### src/rtl/irqc_pkg.sv
package irqc_pkg;
  // per-block register offsets relative to master base + block number
  localparam int OFS_STAT = 0;
  localparam int OFS_CLR  = 1;
  localparam int OFS_MASK = 8;
  localparam int OFS_LIVE = 15;
endpackage

### src/rtl/irqc_src_block.sv
module irqc_src_block #(
  parameter int W    = 8,
  parameter int SYNC = 2
) (
  input  logic         clk,
  input  logic         rst,
  input  logic [W-1:0] src,
  input  logic         clr_we,
  input  logic         mask_we,
  input  logic [W-1:0] wdata,
  output logic [W-1:0] vis,
  output logic [W-1:0] mask_q,
  output logic [W-1:0] live
);
  logic [W-1:0] sync_q [SYNC];
  logic [W-1:0] prev_q, pend_q, rise, clr_bits;

  assign live     = sync_q[SYNC-1];
  assign rise     = sync_q[SYNC-1] & ~prev_q;
  assign clr_bits = clr_we ? wdata : '0;
  assign vis      = pend_q & ~mask_q;

  always_ff @(posedge clk) begin
    if (rst) begin
      for (int i = 0; i < SYNC; i++) sync_q[i] <= '0;
      prev_q <= '0;
      pend_q <= '0;
      mask_q <= '1;
    end else begin
      sync_q[0] <= src;
      for (int i = 1; i < SYNC; i++) sync_q[i] <= sync_q[i-1];
      prev_q <= sync_q[SYNC-1];
      // new edge wins over a coinciding clear
      pend_q <= (pend_q & ~clr_bits) | rise;
      if (mask_we) mask_q <= wdata;
    end
  end
endmodule

### src/rtl/irqc_master_group.sv
module irqc_master_group
  import irqc_pkg::*;
#(
  parameter int          BLKS = 7,
  parameter int          W    = 8,
  parameter int          AW   = 16,
  parameter int          SYNC = 2,
  parameter logic [AW-1:0] BASE = 16'h0130
) (
  input  logic            clk,
  input  logic            rst,
  input  logic [BLKS*W-1:0] src,
  input  logic [AW-1:0]   addr,
  input  logic            wr,
  input  logic [W-1:0]    wdata,
  input  logic            casc,
  output logic            any,
  output logic [W-1:0]    rdata
);
  localparam int SPAN = BLKS + OFS_LIVE + 1;

  logic [AW-1:0]   off;
  logic            in_win;
  logic [BLKS-1:0] clr_we, mask_we, blk_any;
  logic [W-1:0]    vis  [BLKS];
  logic [W-1:0]    msk  [BLKS];
  logic [W-1:0]    live [BLKS];
  logic [W-1:0]    summ;

  assign off    = addr - BASE;
  assign in_win = (addr >= BASE) && (off < AW'(SPAN));

  for (genvar g = 0; g < BLKS; g++) begin : g_blk
    assign clr_we[g]  = wr && in_win && (off == AW'(g + 1 + OFS_CLR));
    assign mask_we[g] = wr && in_win && (off == AW'(g + 1 + OFS_MASK));
    irqc_src_block #(.W(W), .SYNC(SYNC)) blk_i (
      .clk(clk), .rst(rst), .src(src[g*W +: W]),
      .clr_we(clr_we[g]), .mask_we(mask_we[g]), .wdata(wdata),
      .vis(vis[g]), .mask_q(msk[g]), .live(live[g])
    );
    assign blk_any[g] = |vis[g];
  end

  assign any = |blk_any;

  // summary: bit 0 cascade, bit k block k
  always_comb begin
    summ    = '0;
    summ[0] = casc;
    for (int k = 0; k < BLKS; k++) summ[k+1] = blk_any[k];
  end

  // read decode; status wins over overlapping clear addresses
  always_comb begin
    rdata = '0;
    if (in_win) begin
      if (off == AW'(OFS_STAT)) rdata = summ;
      for (int k = 0; k < BLKS; k++) begin
        if (off == AW'(k + 1 + OFS_STAT)) rdata = vis[k];
        if (off == AW'(k + 1 + OFS_MASK)) rdata = msk[k];
        if (off == AW'(k + 1 + OFS_LIVE)) rdata = live[k];
      end
    end
  end
endmodule

### src/rtl/irq_cascade_ctrl.sv
module irq_cascade_ctrl #(
  parameter int NUM_MASTERS     = 2,
  parameter int BLKS_PER_MASTER = 7,
  parameter int DATA_W          = 8,
  parameter int ADDR_W          = 16,
  parameter int SYNC_STAGES     = 2,
  parameter logic [NUM_MASTERS-1:0][ADDR_W-1:0] MASTER_BASE = {16'h01B0, 16'h0130},
  localparam int SRC_PER_M = BLKS_PER_MASTER * DATA_W,
  localparam int NUM_SRC   = NUM_MASTERS * SRC_PER_M
) (
  input  logic               clk,
  input  logic               rst,
  input  logic [NUM_SRC-1:0] src_i,
  input  logic [ADDR_W-1:0]  bus_addr,
  input  logic               bus_wr,
  input  logic [DATA_W-1:0]  bus_wdata,
  output logic [DATA_W-1:0]  bus_rdata,
  output logic               irq_o
);
  logic [NUM_MASTERS-1:0] grp_any, casc;
  logic [DATA_W-1:0]      grp_rd [NUM_MASTERS];
  logic [DATA_W-1:0]      rd_mux;

  for (genvar m = 0; m < NUM_MASTERS; m++) begin : g_m
    if (m + 1 < NUM_MASTERS) begin : g_casc
      assign casc[m] = grp_any[m+1];
    end else begin : g_last
      assign casc[m] = 1'b0;
    end
    irqc_master_group #(
      .BLKS(BLKS_PER_MASTER), .W(DATA_W), .AW(ADDR_W),
      .SYNC(SYNC_STAGES), .BASE(MASTER_BASE[m])
    ) grp_i (
      .clk(clk), .rst(rst), .src(src_i[m*SRC_PER_M +: SRC_PER_M]),
      .addr(bus_addr), .wr(bus_wr), .wdata(bus_wdata),
      .casc(casc[m]), .any(grp_any[m]), .rdata(grp_rd[m])
    );
  end

  always_comb begin
    rd_mux = '0;
    for (int m = 0; m < NUM_MASTERS; m++) rd_mux = rd_mux | grp_rd[m];
  end

  always_ff @(posedge clk) begin
    if (rst) begin
      bus_rdata <= '0;
      irq_o     <= 1'b0;
    end else begin
      bus_rdata <= rd_mux;
      irq_o     <= |grp_any;
    end
  end
endmodule

### config.mk
export PLATFORM = sky130hd
export DESIGN_NAME = irq_cascade_ctrl
export DESIGN_NICKNAME = d
export VERILOG_FILES = /design/src/rtl/irqc_pkg.sv /design/src/rtl/irqc_src_block.sv /design/src/rtl/irqc_master_group.sv /design/src/rtl/irq_cascade_ctrl.sv
export SDC_FILE = /design/constraint.sdc
export NUM_CORES = 1
export LEC_CHECK = 0
export BUFFER_PORTS_ARGS = -buffer_cell sky130_fd_sc_hd__buf_2
export CAP_MARGIN = 0
export CORE_MARGIN = 2
export CORE_UTILIZATION = 60
export CTS_CLUSTER_SIZE = 16
export DETAILED_ROUTE_END_ITERATION = 10
export PLACE_DENSITY = 0.87
export SYNTH_ARGS = -nofsm -noshare
export SYNTH_HDL_FRONTEND = slang
export SYNTH_SLANG_ARGS = --single-unit
export TNS_END_PERCENT = 30
### constraint.sdc
create_clock -name clk -period 4.8 [get_ports clk]
set_input_delay 0.96 -clock clk [delete_from_list [all_inputs] [get_ports clk]]
set_output_delay 0.96 -clock clk [all_outputs]
set_load 0.05 [all_outputs]
=== Word-level counts from Yosys, hierarchy flattened ===
Memories as Yosys holds them, arrays and structs flattened.
Cells that the tools add are included.

* Input bits: 139
* Bits in latches: 0
* Memory bits (read-only): 0
* Logic and storage cells: 376
* Output and inout port bits: 9
* Flip-flop bits (word level): 345
* Memories: 14
* RAM bits: 224

* Bitwise gates (word level): 127
* Add/sub/neg operators: 2
* Equal/unequal tests: 44
* Multipliers: 0
* Order comparisons: 4
* Reductions and logical operators: 50
* Shifts and indexed selects: 0
* Mux-type cells: 91
* Div/mod/pow operators: 0

{| class="wikitable"
|+ Memories
! memory !! words !! bits a word !! read ports !! clocked after memory_dff !! wr ports !! line !! text
|-
| g_m[0].grp_i.g_blk[0].blk_i.sync_q || 2 || 8 || 2 || 0 || 2 || irqc_src_block.sv:15 || <nowiki>logic [W-1:0] sync_q [SYNC];</nowiki>
|-
| g_m[0].grp_i.g_blk[1].blk_i.sync_q || 2 || 8 || 2 || 0 || 2 || irqc_src_block.sv:15 ||
|-
| g_m[0].grp_i.g_blk[2].blk_i.sync_q || 2 || 8 || 2 || 0 || 2 || irqc_src_block.sv:15 ||
|-
| g_m[0].grp_i.g_blk[3].blk_i.sync_q || 2 || 8 || 2 || 0 || 2 || irqc_src_block.sv:15 ||
|-
| g_m[0].grp_i.g_blk[4].blk_i.sync_q || 2 || 8 || 2 || 0 || 2 || irqc_src_block.sv:15 ||
|-
| g_m[0].grp_i.g_blk[5].blk_i.sync_q || 2 || 8 || 2 || 0 || 2 || irqc_src_block.sv:15 ||
|-
| 8 more memories || -- || -- || -- || -- || -- || -- ||
|}

{| class="wikitable"
|+ Operators by type and width
! cell !! number
|-
| $mux W8 || 88
|-
| $and A8 B8 Y8 || 42
|-
| $not A8 Y8 || 42
|-
| $eq A16 B4 Y1 const B || 16
|-
| $eq A16 B5 Y1 const B || 14
|-
| $eq A16 B3 Y1 const B || 8
|-
| $or A8 B8 Y8 || 15
|-
| $reduce_or A112 Y1 || 1
|-
| $reduce_or A8 Y1 || 14
|-
| $eq A16 B2 Y1 const B || 4
|-
| $reduce_or A56 Y1 || 1
|-
| $eq A16 B1 Y1 const B || 2
|-
| $ge A16 B9 Y1 const B || 2
|-
| $logic_and A1 B1 Y1 || 32
|-
| $logic_not A16 Y1 || 2
|-
| $lt A16 B5 Y1 const B || 2
|-
| $sub A16 B9 Y16 const B || 2
|-
| $or A1 B1 Y1 || 28
|-
| $mux W1 || 3
|}

=== Logic depth before layout (Yosys ltp) ===
Gate-level depths: netlist of run 1.

* Depth in word-level cells: 27
* Gate-level depth with buffers: 14
* Depth with buffers taken out: 11

=== By module ===
A second synthesis of run 1 with hierarchy kept.

* Cell total of the unflattened synthesis: 2614
* Area total of the unflattened synthesis: 24848.8 µm²

{| class="wikitable"
|+ By module, submodules not included
! module !! instances !! area each (µm²) !! sequential area each (µm²) !! cells each
|-
| irqc_src_block || 14 || 1388.8 || 800.8 || 126
|-
| irqc_master_group at g_m[0].grp_i || 1 || 2592.5 || 0.0 || 423
|-
| irqc_master_group at g_m[1].grp_i || 1 || 2538.7 || 0.0 || 408
|-
| irq_cascade_ctrl || 1 || 274.0 || 180.2 || 19
|}

=== Worst setup path after synthesis of run 1 ===
Ideal clock, no wire load.

* Kind: input to register
* Start: input bus_addr[4]
* End: register g_m[1].grp_i.g_blk[3].blk_i.mask_q[5]
* Arrival: 3.713 ns
* Buffers on the path: 3
* Stages on the path: 12
* Required time: 4.680 ns
* Setup slack: 0.967 ns
* Library setup time: 0.120 ns
* Path through: ha_1 > buf_2 > o211a_1 > o21a_1 > a211o_1 > or2_4 > or4_1 > buf_2 > nor4_4 > buf_6 > nor2b_1 > a211o_1

* Word-level cells in the longest chain between the ends: 5
* Elaborated cells on any way between the ends: 7
* Those cells by class: 1 x add/sub; 2 x order compare; 1 x eq/ne; 3 x reduce/logical

{| class="wikitable"
|+ RTL lines
! item !! line !! text
|-
| start, declared || irq_cascade_ctrl.sv:14 || <nowiki>input logic [ADDR_W-1:0] bus_addr,</nowiki>
|-
| $sub A16 B9 Y16 || irqc_master_group.sv:30 || <nowiki>assign off = addr - BASE;</nowiki>
|-
| $lt A16 B5 Y1 || irqc_master_group.sv:31 || <nowiki>assign in_win = (addr >= BASE) && (off < AW'(SPAN));</nowiki>
|-
| $logic_and A1 B1 Y1 || irqc_master_group.sv:31 ||
|-
| $logic_and A1 B1 Y1 || irqc_master_group.sv:35 || <nowiki>assign mask_we[g] = wr && in_win && (off == AW'(g + 1 + OFS_MASK));</nowiki>
|-
| $logic_and A1 B1 Y1 (*) || irqc_master_group.sv:35 ||
|-
| end signal, assigned || irqc_src_block.sv:35 || <nowiki>if (mask_we) mask_q <= wdata;</nowiki>
|-
| end, declared || irqc_src_block.sv:12 || <nowiki>output logic [W-1:0] mask_q,</nowiki>
|}

Every way passes the cells marked *; elsewhere a longest branch is shown, timed or not.
A chain may end at the register's enable or synchronous reset.

=== Final worst setup path of run 1 ===
* Start: input bus_addr[5]
* End: register bus_rdata[1]

* Word-level cells in the longest chain between the ends: 26
* Elaborated cells on any way between the ends: 99
* Those cells by class: 2 x add/sub; 4 x order compare; 42 x eq/ne; 46 x mux; 1 x bitwise; 4 x reduce/logical

{| class="wikitable"
|+ RTL lines
! item !! line !! text
|-
| $sub A16 B9 Y16 || irqc_master_group.sv:30 ||
|-
| $logic_not A16 Y1 || irqc_master_group.sv:57 || <nowiki>if (off == AW'(OFS_STAT)) rdata = summ;</nowiki>
|-
| $mux W8 || irqc_master_group.sv:57 ||
|-
| $mux W8 || irqc_master_group.sv:59 || <nowiki>if (off == AW'(k + 1 + OFS_STAT)) rdata = vis[k];</nowiki>
|-
| $mux W8 || irqc_master_group.sv:60 || <nowiki>if (off == AW'(k + 1 + OFS_MASK)) rdata = msk[k];</nowiki>
|-
| $mux W8 || irqc_master_group.sv:61 || <nowiki>if (off == AW'(k + 1 + OFS_LIVE)) rdata = live[k];</nowiki>
|-
| $mux W8 || irqc_master_group.sv:59 ||
|-
| $mux W8 || irqc_master_group.sv:60 ||
|-
| (+10 left out) || -- ||
|-
| $mux W8 || irqc_master_group.sv:59 ||
|-
| $mux W8 || irqc_master_group.sv:60 ||
|-
| $mux W8 || irqc_master_group.sv:61 ||
|-
| $mux W8 || irqc_master_group.sv:59 ||
|-
| $mux W8 || irqc_master_group.sv:60 ||
|-
| $mux W8 || irqc_master_group.sv:61 ||
|-
| $mux W8 || irqc_master_group.sv:56 || <nowiki>if (in_win) begin</nowiki>
|-
| $or A8 B8 Y8 (*) || irq_cascade_ctrl.sv:42 || <nowiki>for (int m = 0; m < NUM_MASTERS; m++) rd_mux = rd_mux | grp_rd[m];</nowiki>
|-
| end signal, assigned || irq_cascade_ctrl.sv:50 || <nowiki>bus_rdata <= rd_mux;</nowiki>
|-
| end, declared || irq_cascade_ctrl.sv:17 || <nowiki>output logic [DATA_W-1:0] bus_rdata,</nowiki>
|}

Marked as above.

==> impl_results.rst, run 1 <==
.. list-table::
   :header-rows: 1

   * - Metric
     - Value
   * - Overall overflow remaining after global route
     - 0
   * - Top cell type by total area after synthesis
     - sky130_fd_sc_hd__dfxtp_1
   * - Synthesized net count
     - roughly 2700
   * - Final max-slew violation count
     - 0
   * - Number of iterations in the first detailed-routing pass
     - 7
   * - Synthesis-to-finish area growth
     - 14.71%
   * - Most used standard cell by instance count after synthesis
     - sky130_fd_sc_hd__dfxtp_1
   * - IR Drop Worst-Case VDD
     - roughly 0.00042 V
   * - Worst Path Arrival
     - approximately 4700 ps
   * - Most frequent cells after synthesis
     - sky130_fd_sc_hd__dfxtp_1, sky130_fd_sc_hd__nor2b_1, sky130_fd_sc_hd__nand2_1, sky130_fd_sc_hd__nor2_1, sky130_fd_sc_hd__a21oi_1
   * - Maxcap violations
     - 0
   * - Vertical die dimension
     - around 200 µm
   * - Number of register bits inferred by synthesis
     - between 500 and 600
   * - Largest net degree at the start of global routing
     - around 210
   * - Static leakage
     - 9.812 nW
   * - Critical Path Sink Type
     - flip-flop
   * - Met1 track demand over resource in global routing
     - between 50% and 60%
   * - GRT Util Overall
     - 38.81%
   * - Number of placed I/O pins
     - 148
   * - Share of the synthesized area in the top cell type
     - roughly half
   * - Vias after detailed routing
     - about 20000
   * - Number of H-tree branching levels
     - 2
   * - Count of distinct cell types in the synthesized netlist
     - 86
   * - Most heavily used metal layer in global routing
     - met2
   * - Setup clock skew after layout
     - about 32 ps
   * - Highest attainable clock frequency
     - 0.2416 GHz
   * - RSZ-0062 raised after global routing
     - no
   * - Crit share post-route
     - between 80% and 90%
   * - Critical-path maximum fanout
     - 31
   * - Register-to-register setup slack
     - roughly 930 ps
   * - 1st-iter DRT viols
     - between 2000 and 3000
   * - DIE AREA
     - between 0.03 and 0.04 mm²
   * - Transition time at the pin with the least slew margin
     - 1166 ps
   * - Number of buffers on the longest clock path
     - 3
   * - Post-DR wirelength/cell
     - between 20 and 25 µm
   * - Classification of the worst setup path
     - in2reg
   * - Launching point of the worst reg2reg path
     - g_m[1].grp_i.g_blk[4].blk_i.mask_q[1]$_SDFFE_PP1P_
   * - Top FF cell, synth
     - sky130_fd_sc_hd__dfxtp_1
   * - Final Non-Filler Cells
     - 3248
   * - Synthesized instance count
     - between 2000 and 3000
   * - Total Nets Final
     - between 2000 and 3000
   * - Source of the critical timing path
     - bus_addr[5]
   * - Post-layout min period
     - a little over 4000 ps
   * - Crit path required time
     - 5330 ps
   * - Antenna Violating Nets Remaining
     - 0
   * - Depth of the worst register-to-register path
     - 12
   * - Post-synthesis area per instance
     - about 9.0 µm²
   * - Hold buffer count at cts
     - 0
   * - End of the worst register-to-register path
     - bus_rdata[0]$_SDFF_PP0_
   * - Share of final-layout standard cells stronger than drive strength 1
     - 13.74%
   * - Hold Path Cell Cnt
     - 1
   * - Number of I/O port buffers
     - between 100 and 150
   * - Area of the core
     - 0.03758 mm²
   * - Total instance count after detailed placement
     - approximately 3100
   * - End point of the critical path
     - bus_rdata[1]$_SDFF_PP0_
   * - First-pass GRT wire length
     - 114900 µm
   * - Initial core utilization
     - slightly above 60%
   * - Clock slew at the register clock pins of the worst setup and hold paths
     - approximately 70 ps
   * - Count of filler cells inserted in the layout
     - ~2900
   * - Number of enable-type register cells in the synthesized netlist
     - 0
   * - Final hold violation count
     - 0
   * - Number of buffers created by CTS
     - 54
   * - Placer Congestion
     - 1.102
   * - Number of warnings issued by yosys
     - 0
   * - Via density per instance
     - ~6
   * - Fraction of registers with async set or reset after synthesis
     - 0%
   * - Leading post-synthesis cells by cell area
     - sky130_fd_sc_hd__dfxtp_1, sky130_fd_sc_hd__nor2b_1, sky130_fd_sc_hd__nand2_1
   * - Global routing usage on met2
     - between 50% and 60%
   * - Share of the yosys chip area belonging to registers
     - between 40% and 50%
   * - Number of global-route vias before repair
     - roughly 19000
   * - Antenna violations before repair
     - 1
   * - DR DRC count
     - 0
   * - Horizontal die dimension
     - around 200 µm
   * - Resize count post-CTS
     - 0
   * - Worst min path class
     - reg2reg
   * - Number of buffers added for setup after CTS
     - 0
   * - Power per Cell Area
     - roughly 380 mW/mm²
   * - CTS tree
     - done
   * - Slew Limit Headroom
     - around 22%
   * - Setup_tns
     - 0 ps
   * - Post-DP HPWL
     - between 50000 and 60000 µm
   * - Root buffer selected by CTS
     - sky130_fd_sc_hd__clkbuf_16
   * - Row count
     - between 70 and 80
   * - Sum of routed wire length over all layers
     - 78100 µm
   * - Worst skew pair latency
     - ~630 ps
   * - Combined area of all synthesized cells
     - 0.02284 mm²
   * - Sinks on Clock Net
     - about 570
   * - Outcome
     - completed
   * - Setup violations, final
     - 0
   * - Crit path launch type
     - input port
   * - Met3 Usage GRT
     - roughly 7.2%
-- routing by layer --
metal / share of wire (%) / vias to the layer above
met5: 0 / -
met4: 3.8 / 0
met3: 11 / 208
met2: 43 / 1229
met1: 43 / 9552
li1: - / 9012
-- worst max-delay path, cell delays in order --
cell and delay (ps):
sky130_fd_sc_hd__buf_2 150, sky130_fd_sc_hd__ha_1 410, sky130_fd_sc_hd__nand2b_1 240, sky130_fd_sc_hd__nor3_1 320, sky130_fd_sc_hd__o22ai_1 260, sky130_fd_sc_hd__or4_4 720
sky130_fd_sc_hd__nor2_1 510, sky130_fd_sc_hd__a221oi_1 170, sky130_fd_sc_hd__o21ai_0 560, sky130_fd_sc_hd__a2bb2oi_1 220, sky130_fd_sc_hd__o311ai_1 130
-- final cells by class --
type                            count  area (µm²)  area share, %
Antenna cell                        1       2.502       0.009552
Clock buffer                       71        1535          5.860
Clock inverter                     29       397.9          1.519
Inverter                           24       90.09         0.3439
Multi-Input combinational cell   1813       10760          41.08
Sequential cell                   569       11390          43.48
Tap cell                          511       639.4          2.440
Timing Repair Buffer              230        1381          5.272
-- power by group --
part	internal (mW)	leakage, nW	switching, mW
Combinational	0.200	4.20	0.312
Clock	2.66	0.953	1.89
Sequential	4.88	4.66	0.108
-- worst min path at each step --
| stage | from | endpoint | slack, ps |
|---|---|---|---|
| 3_3_place_gp | g_m[1].grp_i.g_blk[5].blk_i.sync_q[0][4]$_SDFF_PP0_ | g_m[1].grp_i.g_blk[5].blk_i.sync_q[0][12]$_SDFF_PP0_ | 420 |
| 5_1_grt | g_m[1].grp_i.g_blk[6].blk_i.sync_q[0][4]$_SDFF_PP0_ | g_m[1].grp_i.g_blk[6].blk_i.sync_q[0][12]$_SDFF_PP0_ | 450 |
| 3_5_place_dp | g_m[1].grp_i.g_blk[4].blk_i.sync_q[0][2]$_SDFF_PP0_ | g_m[1].grp_i.g_blk[4].blk_i.sync_q[0][10]$_SDFF_PP0_ | 420 |
| 2_1_floorplan | g_m[0].grp_i.g_blk[0].blk_i.sync_q[0][2]$_SDFF_PP0_ | g_m[0].grp_i.g_blk[0].blk_i.sync_q[0][10]$_SDFF_PP0_ | 410 |
| 4_1_cts | g_m[1].grp_i.g_blk[4].blk_i.sync_q[0][7]$_SDFF_PP0_ | g_m[1].grp_i.g_blk[4].blk_i.sync_q[0][15]$_SDFF_PP0_ | 430 |
| 6_report | g_m[1].grp_i.g_blk[4].blk_i.sync_q[0][7]$_SDFF_PP0_ | g_m[1].grp_i.g_blk[4].blk_i.sync_q[0][15]$_SDFF_PP0_ | 430 |
-- registers in the layout (all words and copies together) (netlist names) --
register and flops:
bus_rdata 8, g_m.grp_i.g_blk.blk_i.mask_q 112, g_m.grp_i.g_blk.blk_i.pend_q 112, g_m.grp_i.g_blk.blk_i.prev_q 112
g_m.grp_i.g_blk.blk_i.sync_q 224, irq_o 1
-- per-stage QoR --
stage | worst slack [ps] | utilization [%] | power (mW) | area (µm²) | hold slack [ps]
2_1_floorplan | 967.0 | - | 5.363 | 22840 | 413.8
3_3_place_gp | 129.8 | 64.57 | 5.557 | 24260 | 416.8
3_5_place_dp | 150.2 | 64.57 | 5.582 | 24260 | 420.4
4_1_cts | 785.1 | 69.71 | 10.08 | 26200 | 432.2
5_1_grt | 527.2 | 69.72 | 10.32 | 26200 | 447.2
6_report | 660.8 | 69.72 | 10.05 | 26200 | 431.8
-- placed cells by master (no fill, tap or decap), types with 17 or more instances in the layout --
cell / n
sky130_fd_sc_hd__nor2_1: 227
sky130_fd_sc_hd__inv_1: 23
sky130_fd_sc_hd__a221oi_1: 43
sky130_fd_sc_hd__dfxtp_1: 569
sky130_fd_sc_hd__buf_4: 82
sky130_fd_sc_hd__buf_2: 146
sky130_fd_sc_hd__nor4_1: 34
sky130_fd_sc_hd__clkbuf_16: 54
sky130_fd_sc_hd__nand2_1: 277
sky130_fd_sc_hd__nand2b_1: 17
sky130_fd_sc_hd__mux2i_1: 74
sky130_fd_sc_hd__nor2b_1: 562
sky130_fd_sc_hd__nand3_1: 22
sky130_fd_sc_hd__o221ai_1: 26
sky130_fd_sc_hd__nor3_1: 34
sky130_fd_sc_hd__o211ai_1: 39
sky130_fd_sc_hd__o21ai_0: 62
sky130_fd_sc_hd__a21oi_1: 176
-- kinds of logic after synthesis --
group	synth area share (%)
AO/OA/AOI/OAI	14.50
buffers and inverters	3.084
XOR/XNOR	0.07671
multiplexers	3.243
adder cells (fa/ha/maj)	0.1095
flip-flops	49.87
AND/OR/NAND/NOR	29.11
Power figures use the tool's default switching activity.
==> inputs of run 2 (changes only) <==
Settings changed: CTS_CLUSTER_DIAMETER set to 60, PLACE_DENSITY 0.87 to not set, PLACE_DENSITY_LB_ADDON set to 0.3.
==> run 2 against run 1 <==
Net effect: via count decreased by 1.0%; flip-flop and latch count unchanged; wire length decreased by 1.2%; critical path type unchanged; highest routed layer unchanged; clock-buffer cell count decreased by 23; global-route usage decreased by 0.20 points.
==> impl_results.rst, run 2 (same netlist as run 1, synthesis figures left out) <==
.. list-table::
   :header-rows: 1

   * - Metric
     - Value
   * - Post-DR wirelength/cell
     - 24.03 µm
   * - Share of final-layout standard cells stronger than drive strength 1
     - 12.71%
   * - Count of filler cells inserted in the layout
     - roughly 3000
   * - Ordered cell list for the critical path
     - buf_2 -> ha_1 -> nor2b_1 -> o21ai_0 -> nor2_1 -> nand2_1 -> buf_12 -> nor2_1 -> a221oi_1 -> a2111oi_0 -> buf_4 -> a221o_1
   * - Power per Cell Area
     - ~360 mW/mm²
   * - Count of antenna diodes in the layout
     - 0
   * - Number of global-route vias before repair
     - between 15000 and 20000
   * - Final max-slew violation count
     - 0
   * - Number of I/O port buffers
     - around 150
   * - Row count
     - 71
   * - Setup violations, final
     - 0
   * - Antenna Violating Nets Remaining
     - 0
   * - Worst path slowest cell
     - sky130_fd_sc_hd__a2111oi_0
   * - 1st-iter DRT viols
     - 2715
   * - Final hold violation count
     - 0
   * - Total Nets Final
     - 2827
   * - Slew Limit Headroom
     - between 10% and 20%
   * - Highest attainable clock frequency
     - 0.2563 GHz
   * - Horizontal die dimension
     - ~200 µm
   * - Most frequent cells in the layout
     - sky130_fd_sc_hd__dfxtp_1, sky130_fd_sc_hd__nor2b_1, sky130_fd_sc_hd__nand2_1, sky130_fd_sc_hd__nor2_1, sky130_fd_sc_hd__a21oi_1
   * - Outcome
     - completed
   * - RSZ-0062 raised after global routing
     - no
   * - Largest Register
     - g_m.grp_i.g_blk.blk_i.sync_q
   * - GRT Util Overall
     - 38.61%
   * - Number of iterations in the first detailed-routing pass
     - 7
   * - Transition time at the pin with the least slew margin
     - ~1200 ps
   * - Overall overflow remaining after global route
     - 0
   * - Vias after detailed routing
     - between 15000 and 20000
   * - Via density per instance
     - 6.166
   * - Worst Path Arrival
     - around 4400 ps
   * - Final Non-Filler Cells
     - around 3200
   * - Crit path launch type
     - input port
   * - Synthesis-to-finish area growth
     - 12.50%
   * - Number of placed I/O pins
     - around 150
   * - Number of buffers created by CTS
     - 46
   * - First-pass GRT wire length
     - between 100000 and 150000 µm
   * - DR DRC count
     - 0
   * - Antenna violations before repair
     - 0
   * - Number of buffers on the longest clock path
     - 3
   * - Resize count post-CTS
     - 0
   * - Sinks on Clock Net
     - roughly 570
   * - Most common cell after layout, fill and taps aside
     - sky130_fd_sc_hd__dfxtp_1
   * - Crit share post-route
     - 81.27%
   * - Initial core utilization
     - between 60% and 70%
   * - CTS tree
     - done
   * - Classification of the worst setup path
     - in2reg
   * - Largest register FFs
     - around 220
   * - Setup_tns
     - 0 ps
   * - Total instance count after detailed placement
     - roughly 3100
   * - Vertical die dimension
     - ~200 µm
   * - Placer Congestion
     - 1.043
   * - Critical Path Sink Type
     - flip-flop
   * - IR Drop Worst-Case VDD
     - around 0.00036 V
   * - Area of the core
     - around 0.038 mm²
   * - Root buffer selected by CTS
     - sky130_fd_sc_hd__clkbuf_16
   * - Clock slew at the register clock pins of the worst setup and hold paths
     - about 70 ps
   * - Number of H-tree branching levels
     - 2
   * - Hold buffer count at cts
     - 0
   * - Number of buffers added for setup after CTS
     - 0
   * - Longest individual stage delay on the worst path
     - 780 ps
   * - CP most frequent cell
     - sky130_fd_sc_hd__nor2_1
   * - Post-layout min period
     - 3901 ps
   * - Setup clock skew after layout
     - approximately 20 ps
   * - Sum of routed wire length over all layers
     - 77140 µm
   * - Worst min path class
     - reg2reg
   * - Critical-path maximum fanout
     - 20
   * - DIE AREA
     - about 0.04 mm²
   * - Largest net degree at the start of global routing
     - ~140
   * - Total area of multi-input combinational cells
     - around 0.011 mm²
   * - Storage element area
     - 0.01139 mm²
   * - Maxcap violations
     - 0
   * - Crit path required time
     - between 5000 and 6000 ps
   * - Worst skew pair latency
     - around 600 ps
   * - Static leakage
     - 9.547 nW
   * - Post-DP HPWL
     - between 50000 and 60000 µm
## run 2: final cells by class
| cell class | instances | share of cell area, % |
|---|---|---|
| Clock buffer | 48 | 4.592 |
| Clock inverter | 13 | 0.7645 |
| Inverter | 24 | 0.3506 |
| Multi-Input combinational cell | 1813 | 41.89 |
| Sequential cell | 569 | 44.33 |
| Tap cell | 511 | 2.488 |
| Timing Repair Buffer | 232 | 5.581 |
## run 2: where the power goes
group,internal (mW),switching (mW)
combinational,0.201,0.316
clock,1.90,1.75
sequential,4.88,0.107
## run 2: final timing paths
check,depth (start not counted),startpoint,end,slack [ps]
hold reg to reg,1,g_m[0].grp_i.g_blk[1].blk_i.sync_q[0][3]$_SDFF_PP0_,g_m[0].grp_i.g_blk[1].blk_i.sync_q[0][11]$_SDFF_PP0_,430
setup reg to reg,11,g_m[1].grp_i.g_blk[5].blk_i.mask_q[7]$_SDFFE_PP1P_,bus_rdata[0]$_SDFF_PP0_,1020
hold / removal,1,g_m[0].grp_i.g_blk[1].blk_i.sync_q[0][3]$_SDFF_PP0_,g_m[0].grp_i.g_blk[1].blk_i.sync_q[0][11]$_SDFF_PP0_,430
setup / recovery,12,bus_addr[4],bus_rdata[4]$_SDFF_PP0_,900
## run 2: critical path, delay by kind of cell
family                     cells  cell delay (ps)
AOI/OAI and AO/OA              4             1340
buffers and inverters          3              600
and+or+nand+nor                4             1130
adders and majority gates      1              390
## run 2: routing by layer
layer | part of all wire [%] | GRT usage [%]
met1 | 43 | 55.03
met2 | 42 | 57.41
met3 | 11 | 8.422
met4 | 3.7 | 14.21
met5 | 0 | 0
## run 2: stage by stage
| stage | utilization, % | cell area (µm²) | setup WS, ps | hold WS [ps] | power, mW |
|---|---|---|---|---|---|
| finish | 68.37 | 25690 | 898.9 | 434.1 | 9.148 |
| global route | 68.37 | 25690 | 596.2 | 452.3 | 9.388 |
| CTS | 68.37 | 25690 | 934.1 | 437.2 | 9.154 |
| detailed placement | 64.71 | 24320 | 352.5 | 420.4 | 5.586 |
| global placement | 64.71 | 24320 | 395.1 | 416.3 | 5.560 |
| floorplan | - | 22840 | 967.0 | 413.8 | 5.363 |
